--- src/rtl/umask_pkg.sv ---
package umask_pkg;

    localparam int unsigned REG_W    = 32;
    localparam int unsigned LVL_W    = 4;
    localparam int unsigned KEY_W    = 8;
    localparam int unsigned LVL_LSB  = 4;
    localparam int unsigned KEY_LSB  = REG_W - KEY_W;
    localparam logic [KEY_W-1:0] WR_KEY = 8'hA5;
    localparam logic [LVL_W-1:0] LVL_ALL = '1;

    typedef logic [LVL_W-1:0] level_t;

    typedef struct packed {
        logic   valid;
        logic   nmi;
        level_t level;
    } irq_req_t;

    function automatic logic key_matches(input logic [REG_W-1:0] d);
        return d[KEY_LSB +: KEY_W] == WR_KEY;
    endfunction

    function automatic level_t level_of(input logic [REG_W-1:0] d);
        return d[LVL_LSB +: LVL_W];
    endfunction

    function automatic logic [REG_W-1:0] reg_image(input level_t l);
        logic [REG_W-1:0] img;
        img = '0;
        img[LVL_LSB +: LVL_W] = l;
        return img;
    endfunction

endpackage

--- src/rtl/umask_reg.sv ---
module umask_reg
    import umask_pkg::*;
(
    input  logic             clk,
    input  logic             rst,
    input  logic             wr_en,
    input  logic [REG_W-1:0] wr_data,
    output level_t           user_level
);

    logic   wr_ok;
    level_t level_q;

    assign wr_ok = wr_en && key_matches(wr_data);

    always_ff @(posedge clk) begin
        if (rst)        level_q <= '0;
        else if (wr_ok) level_q <= level_of(wr_data);
    end

    assign user_level = level_q;


    keyed_write_loads_chk: assert property (@(posedge clk) disable iff (rst)
        (wr_en && wr_data[31:24] == 8'hA5) |=> (user_level == $past(wr_data[7:4])));


    unkeyed_write_ignored_chk: assert property (@(posedge clk) disable iff (rst)
        (wr_en && wr_data[31:24] != 8'hA5) |=> $stable(user_level));

endmodule

--- src/rtl/umask_gate.sv ---
module umask_gate
    import umask_pkg::*;
(
    input  irq_req_t req,
    input  level_t   user_level,
    input  logic     src_masked,
    input  level_t   sr_level,
    output logic     grant
);

    logic above_user;
    logic above_sr;
    logic maskable_ok;

    always_comb begin
        above_user  = (req.level > user_level) && (user_level != LVL_ALL);
        above_sr    = sr_level < req.level;
        maskable_ok = above_user && !src_masked && above_sr;
        grant       = req.valid && (req.nmi || maskable_ok);
    end

endmodule

--- src/rtl/umask_filter.sv ---
module umask_filter
    import umask_pkg::*;
(
    input  logic        clk,
    input  logic        rst,
    input  logic        reg_sel,
    input  logic        reg_we,
    input  logic [31:0] reg_wdata,
    output logic [31:0] reg_rdata,
    input  logic        irq_valid,
    input  logic        irq_nmi,
    input  logic [3:0]  irq_level,
    input  logic        src_masked,
    input  logic [3:0]  sr_level,
    output logic        accept
);

    level_t   user_level;
    irq_req_t req;
    logic     grant;
    logic     accept_q;

    umask_reg u_reg (
        .clk        (clk),
        .rst        (rst),
        .wr_en      (reg_sel && reg_we),
        .wr_data    (reg_wdata),
        .user_level (user_level)
    );

    assign req = '{valid: irq_valid, nmi: irq_nmi, level: irq_level};

    umask_gate u_gate (
        .req        (req),
        .user_level (user_level),
        .src_masked (src_masked),
        .sr_level   (sr_level),
        .grant      (grant)
    );

    always_ff @(posedge clk) begin
        if (rst) accept_q <= 1'b0;
        else     accept_q <= grant;
    end

    assign accept    = accept_q;
    assign reg_rdata = reg_sel ? reg_image(user_level) : '0;


    nmi_always_taken_chk: assert property (@(posedge clk) disable iff (rst)
        (irq_valid && irq_nmi) |=> accept);


    full_mask_blocks_chk: assert property (@(posedge clk) disable iff (rst)
        (irq_valid && !irq_nmi && user_level == 4'hF) |=> !accept);


    low_level_blocked_chk: assert property (@(posedge clk) disable iff (rst)
        (irq_valid && !irq_nmi && irq_level <= user_level) |=> !accept);


    idle_no_accept_chk: assert property (@(posedge clk) disable iff (rst)
        !irq_valid |=> !accept);


    src_masked_blocks_chk: assert property (@(posedge clk) disable iff (rst)
        (irq_valid && !irq_nmi && src_masked) |=> !accept);

endmodule

--- config.mk ---
export PLATFORM = sky130hd
export DESIGN_NAME = umask_filter
export DESIGN_NICKNAME = d
export VERILOG_FILES = /design/src/rtl/umask_pkg.sv /design/src/rtl/umask_reg.sv /design/src/rtl/umask_gate.sv /design/src/rtl/umask_filter.sv
export SDC_FILE = /design/constraint.sdc
export NUM_CORES = 1
export LEC_CHECK = 0
export BUFFER_PORTS_ARGS = -buffer_cell sky130_fd_sc_hd__buf_2
export CAP_MARGIN = 30
export CORE_AREA = 2 2 51 53
export CTS_CLUSTER_SIZE = 24
export DETAILED_ROUTE_END_ITERATION = 12
export DIE_AREA = 0 0 53 55
export GPL_ROUTABILITY_DRIVEN = 0
export PLACE_DENSITY = 0.72
export SLEW_MARGIN = 15
export SYNTH_ARGS = -nofsm -noshare
export SYNTH_HDL_FRONTEND = slang
export SYNTH_HIERARCHICAL = 1
export SYNTH_SLANG_ARGS = --single-unit
--- constraint.sdc ---
create_clock -name clk -period 3.81 [get_ports clk]
set_input_delay 0.381 -clock clk [delete_from_list [all_inputs] [get_ports clk]]
set_output_delay 0.381 -clock clk [all_outputs]
set_load 0.005 [all_outputs]
==> run_results.csv, run 1 <==
group,metric,value,unit
cts,cts_setup_buffers,0,
cts,cts_buffers,3,
power,peakVddDrop,143,uV
timing,hold_viol,0,
timing,fin_skew,0.00111,ns
detailed_routing,wl,1170,microns
timing,rsz0062_at_grt,"false",
cts,h-tree-depth,1,
detailed_routing,antenna_left,0,
synthesis,synth_cell_types,23,
detailed_routing,first_pass_iters,2,
setup_path,cp_cell_sequence,"inv_1 -> ha_1 -> nor2b_1 -> o211ai_1 -> a221oi_2 -> a21o_1 -> nor2b_1",
synthesis,synth_cells,83,
timing,period_share,39.1,%
synthesis,synth.yosys.warnings,6,
placed_design,port_buffers,31,
setup_path,worstReg2RegEnd,"accept$_SDFF_PP0_",
placed_design,dp.cells,142,
timing,min_period,1.49,ns
global_routing,grt_overflow,0,
floorplanning,die_x,53,microns
floorplanning,core_area,2360,sq um
global_routing,grt_pass1_vias,433,
setup_path,worstPathArrival,1.62,ns
finish,antenna_cells,0,
cts,clkSlewWorstSetupHoldPaths,0.04,ns
synthesis,synth_edf_count,0,
cts,cts_sinks,5,
power,power,0.000154,W
global_routing,grt_antenna_before_repair,0,
synthesis,synth_xor_xnor_area_share,0,%
floorplanning,ios,80,
finish,area_growth,14.4,%
setup_path,cp.buffers_inverters,1,
synthesis,syn_area,686,sq um
timing,fmax,671,MHz
synthesis,synth_compound_area_share,7.12,%
floorplanning,rows,18,
synthesis,ys_seq_area_share,14.6,%
synthesis,synth_seq_cells,5,
synthesis,yosys.area_share.adder,12.8,%
cts,cts_tree,"done",
detailed_routing,wl_per_cell,7.98,microns
setup_path,worstPathMaxFanout,4,
setup_path,endpoint_kind,"flip-flop",
setup_path,cpMostUsedCell,"nor2b_1",
cts,cts_resized,0,
finish,final_cells,146,
timing,setup_viol,0,
global_routing,met2_usage,12.9,%
floorplanning,die-area,2920,sq um
synthesis,synth-async-reset-ratio,0,%
hold_path,holdPathStages,2,
hold_path,min_to,"accept$_SDFF_PP0_",
outcome,status,"finished, final reports clean",
timing,maxSlewViolCount,0,
cts,clk_latency,0.24,ns
cts,cts_buffer_depth,2,
flow_run,maxCapViolCount,0,
synthesis,syn_area_per_cell,8.26,sq um
detailed_routing,drt_iter0_drc,1,
detailed_routing,drc,0,
global_routing,busiest_layer,"met2",
global_routing,grtUsageMet3,1.61,%
power,powerDensity,197,nW/um^2
finish,drive_gt1_share,31.9,%
global_routing,grt_max_degree,10,
setup_path,critPathKind,"reg2reg",
detailed_routing,vias,554,
setup_path,reg2reg_depth,7,
placed_design,dpl.hpwl,1070,microns
floorplanning,die_h,55,microns
setup_path,critPathSlowestCell,"dfxtp_1",
hold_path,holdCritPathClass,"in2reg",
cts,clockRootBuffer,"clkbuf_4",
synthesis,synth_ff_type,"dfxtp_1",
setup_path,r2r_slack,2.32,ns
detailed_routing,via_per_inst,3.79,
setup_path,r2r-start,"u_reg/user_level[1]$_SDFFE_PP0P_",
timing,finalSetupTns,0,ns
hold_path,min-delay-start,"rst",
setup_path,max_stage_delay,0.37,ns
global_routing,track_usage,7.76,%
floorplanning,initial_core_util,29.0,%
setup_path,worstSetupStartpointType,"flip-flop",
global_routing,grt_util_met1,8.74,%
cts,postCtsHoldBufs,0,
power,p_leak,0.428,nW
synthesis,yosys.area_share.simple,23.0,%
global_routing,grt_pass1_wl,1640,microns
synthesis,synthMuxAreaShare,5.84,%
synthesis,synth_top_family_by_area,"buffers and inverters",
setup_path,path_delay_family,"compound AO/OA/AOI/OAI gates",
finish,nNetsFinal,171,
setup_path,worst-endpoint-required,3.94,ns
[layer usage]
| metal | up-vias | share of wire [%] |
|---|---|---|
| met2 | 25 | 51 |
| li1 | 283 | - |
| met4 | 0 | 1.6 |
| met1 | 244 | 39 |
| met5 | - | 0 |
| met3 | 2 | 8.3 |
[worst register-to-register path, cell delays in order (launching register included)]
cell	delay, ns
dfxtp_1	0.37
inv_1	0.06
ha_1	0.30
nor2b_1	0.13
o211ai_1	0.18
a221oi_2	0.08
a21o_1	0.16
nor2b_1	0.12
[cells by family (layout without fill, tap and decap cells)]
kind of cell | count (synthesis) | count (layout)
other cells | 1 | 28
simple gates | 24 | 24
compound gates | 6 | 6
mux | 4 | 4
buf+inv | 36 | 42
flops | 5 | 5
fa+ha+maj | 7 | 7
[power by group]
group	leakage [nW]	switching, W	internal, W	total [W]
combinational	0.373	0.0000201	0.0000198	0.0000399
sequential	0.0405	0.000000189	0.0000532	0.0000534
clock	0.0150	0.0000214	0.0000396	0.0000609
[cells in the mapped netlist (2+ instances only)]
master / number / area [sq um]
ha_1: 7 / 87.6
and2_1: 5 / 31.3
nand2b_1: 8 / 50.1
nor2b_1: 2 / 12.5
inv_1: 7 / 26.3
mux2i_1: 4 / 40.0
dfxtp_1: 5 / 100
buf_4: 28 / 210
nand4_1: 3 / 18.8
[state kept, by name, indices dropped and copies added (netlist names)]
register	count
accept	1
u_reg/user_level	4
[worst max path at each step]
stage | from | endpoint | slack [ns] | cells after the start
floorplan | u_reg/user_level[1]$_SDFFE_PP0P_ | accept$_SDFF_PP0_ | 2.41 | 7
global placement | irq_level[2] | accept$_SDFF_PP0_ | 2.24 | 8
detailed placement | irq_level[2] | accept$_SDFF_PP0_ | 2.23 | 8
CTS | u_reg/user_level[1]$_SDFFE_PP0P_ | accept$_SDFF_PP0_ | 2.30 | 7
global route | u_reg/user_level[1]$_SDFFE_PP0P_ | accept$_SDFF_PP0_ | 2.18 | 7
finish | u_reg/user_level[1]$_SDFFE_PP0P_ | accept$_SDFF_PP0_ | 2.32 | 7
[layout make-up]
type | instances | area [sq um]
fill | 277 | 1580
inverter | 7 | 26.3
timing repair buffer | 31 | 155
tap | 30 | 37.5
sequential | 5 | 100
multi-input combinational | 69 | 439
clock buffer | 4 | 26.3
[metrics by stage]
step                      utilization (%)  instance area [sq um]  hold slack (ns)  setup slack, ns
after global routing                 33.2                    785            0.408             2.18
final                                33.2                    785            0.386             2.32
after detailed placement             32.1                    758            0.501             2.23
after CTS                            33.2                    785            0.381             2.30
after global placement               32.1                    758            0.493             2.24
after floorplan                         -                    787            0.453             2.41
[cell usage in the layout, fill, tap and decap left out, drive strengths merged]
cell type | synthesis | routed
mux2i | 4 | 4
a21oi | 2 | 2
dfxtp | 5 | 5
nor3b | 1 | 1
inv | 7 | 7
a21o | 1 | 1
o21ai | 1 | 1
buf | 29 | 31
and2 | 5 | 5
and4bb | 1 | 1
nor2b | 3 | 3
o211ai | 1 | 1
nor2 | 1 | 1
nand4b | 1 | 1
ha | 7 | 7
a221oi | 1 | 1
conb | 1 | 28
nand4 | 3 | 3
nand2b | 8 | 8
nand2 | 1 | 1
clkbuf | 0 | 4
Note: power is estimated with default switching activity, not from simulation.
==> run 2, diff against run 1 <==
Settings changed: PLACE_DENSITY 0.72 to 0.75.
Clock period 3.81 ns to 1.21 ns, I/O delays scaled along.
==> run 2 against run 1 <==
The run now ends with negative setup slack left. First-iteration DRC count up 100%. Maximum frequency up 9.4%. Register-to-register slack worse by 2.5 ns. Hold slack worse by 0.26 ns. Clock-buffer cell count unchanged. Clock power rose to 3.1 times the previous value. Utilization up 2.8 points. Highest routed layer unchanged.
==> run_results.csv, run 2 (synthesis gave the netlist of run 1 again) <==
group,metric,value,unit
finish,final_common_cell,"buf_2",
global_routing,grt_antenna_before_repair,0,
setup_path,cp_cell_sequence,"inv_2 -> ha_4 -> nor2b_1 -> o211ai_1 -> a221oi_2 -> a21o_1 -> nor2b_1",
detailed_routing,wl_per_cell,8.63,microns
placed_design,dpl.hpwl,1130,microns
timing,period_share,113,%
hold_path,holdCritPathClass,"in2reg",
timing,finalSetupTns,-0.152,ns
finish,nNetsFinal,176,
detailed_routing,via_per_inst,3.70,
power,p_leak,0.458,nW
timing,min_period,1.36,ns
global_routing,grt_pass1_vias,527,
setup_path,max_stage_delay,0.32,ns
flow_run,maxCapViolCount,0,
cts,clk_latency,0.24,ns
finish,fillers,277,
hold_path,min_to,"accept$_SDFF_PP0_",
finish,area_growth,23.9,%
floorplanning,initial_core_util,29.0,%
setup_path,r2r_slack,-0.15,ns
global_routing,grt_overflow,0,
timing,hold_viol,0,
power,p_seq_share,34.1,%
placed_design,dp.cells,147,
setup_path,critPathKind,"reg2reg",
detailed_routing,drt_iter0_drc,2,
global_routing,track_usage,9.70,%
timing,rsz0062_at_grt,"true",
timing,fin_skew,0.00136,ns
finish,drive_gt1_share,38.8,%
global_routing,grt_pass1_wl,1960,microns
timing,hold_ws,0.126,ns
setup_path,endpoint_kind,"flip-flop",
setup_path,cpMostUsedCell,"nor2b_1",
cts,cts_buffer_depth,2,
floorplanning,die-area,2920,sq um
power,power_frac_clock,38.4,%
hold_path,min-delay-start,"rst",
power,intPower,0.000360,W
cts,cts_sinks,5,
detailed_routing,antenna_left,0,
finish,antenna_cells,0,
timing,fmax,734,MHz
floorplanning,die_x,53,microns
cts,postCtsHoldBufs,0,
setup_path,reg2reg_depth,7,
finish,largest_register_ffs,4,
detailed_routing,vias,559,
cts,clkSlewWorstSetupHoldPaths,0.04,ns
cts,cts_setup_buffers,0,
floorplanning,die_h,55,microns
detailed_routing,first_pass_iters,4,
cts,h-tree-depth,1,
cts,cts_tree,"done",
timing,setup_viol,1,
setup_path,worstPathArrival,1.54,ns
power,comb_power_share,27.5,%
finish,final_cells,151,
global_routing,grt_max_degree,10,
finish,multiInputGateArea,464,sq um
floorplanning,rows,18,
setup_path,worstSetupStartpointType,"flip-flop",
hold_path,holdPathStages,2,
finish,regArea,103,sq um
power,p_sw_share,26.8,%
floorplanning,ios,80,
outcome,status,"finished with violations",
floorplanning,core_area,2360,sq um
outcome,failed_checks,"negative setup slack",
setup_path,r2r-start,"u_reg/user_level[1]$_SDFFE_PP0P_",
placed_design,port_buffers,31,
timing,setup_slack,-0.152,ns
power,p_sw,0.000132,W
power,peakVddDrop,344,uV
finish,final_cell_mix,"buf_2 (31), conb_1 (28), nand2b_1 (8)",
cts,cts_buffers,3,
placed_design,dpl_worst_slack,-0.240,ns
power,powerDensity,579,nW/um^2
detailed_routing,drc,0,
setup_path,critPathSlowestCell,"dfxtp_2",
setup_path,worstPathMaxFanout,2,
setup_path,worstReg2RegEnd,"accept$_SDFF_PP0_",
cts,clockRootBuffer,"clkbuf_4",
setup_path,worst-endpoint-required,1.39,ns
detailed_routing,wl,1300,microns
timing,maxSlewViolCount,0,
## run 2: changes by cell type in the layout (fill, tap and decap cells not counted), sizes merged
cell	before	now
buf	31	36
## run 2: repair_timing
action / 4_1_cts / 5_1_grt
resized for setup: 3 / 1
gates cloned: 0 / 0
setup endpoints to repair: 1 / 1
pin swaps: 2 / 0
## run 2: power by group through the flow
| stage | clock network [W] | logic (W) | registers, W |
|---|---|---|---|
| 3_5_place_dp | 0 | 0.000129 | 0.000171 |
| 4_1_cts | 0.000200 | 0.000135 | 0.000168 |
| 2_1_floorplan | 0 | 0.000135 | 0.000171 |
| 5_1_grt | 0.000209 | 0.000158 | 0.000168 |
| 6_report | 0.000189 | 0.000135 | 0.000168 |
| 3_3_place_gp | 0 | 0.000126 | 0.000171 |
## run 2: worst max path at each step
stage                                           startpoint                end  slack (ns)
final                     u_reg/user_level[1]$_SDFFE_PP0P_  accept$_SDFF_PP0_       -0.15
after global routing      u_reg/user_level[1]$_SDFFE_PP0P_  accept$_SDFF_PP0_       -0.25
after CTS                 u_reg/user_level[1]$_SDFFE_PP0P_  accept$_SDFF_PP0_       -0.17
after detailed placement  u_reg/user_level[1]$_SDFFE_PP0P_  accept$_SDFF_PP0_       -0.24
after global placement    u_reg/user_level[1]$_SDFFE_PP0P_  accept$_SDFF_PP0_       -0.18
after floorplan           u_reg/user_level[1]$_SDFFE_PP0P_  accept$_SDFF_PP0_       -0.17
## run 2: stage by stage
step	total power, W	utilization [%]	cell area [sq um]
3_3_place_gp	0.000297	33.7	797
2_1_floorplan	0.000306	-	788
3_5_place_dp	0.000300	33.7	797
6_report	0.000492	35.9	850
4_1_cts	0.000503	35.9	848
5_1_grt	0.000535	35.9	850
## run 2: critical path: cells and delay by family, from the launching register on
family | cells | cell delay [ns]
AO/OA/AOI/OAI | 3 | 0.45
flip-flops | 1 | 0.32
adder cells (fa/ha/maj) | 1 | 0.25
AND/OR/NAND/NOR | 2 | 0.23
buffers and inverters | 1 | 0.04
## run 2: final cells by class
| cell class | count | area share (%) |
|---|---|---|
| multi-input combinational | 69 | 54.6 |
| timing repair buffer | 36 | 22.7 |
| sequential | 5 | 12.1 |
| tap | 30 | 4.42 |
| clock buffer | 4 | 3.09 |
| inverter | 7 | 3.09 |
## run 2: metal layers
layer	wire [microns]	GRT usage, %	vias up
li1	-	-	290
met3	110	2.69	2
met4	19	6.41	0
met5	0	0	-
met1	471	9.22	242
met2	701	18.3	25
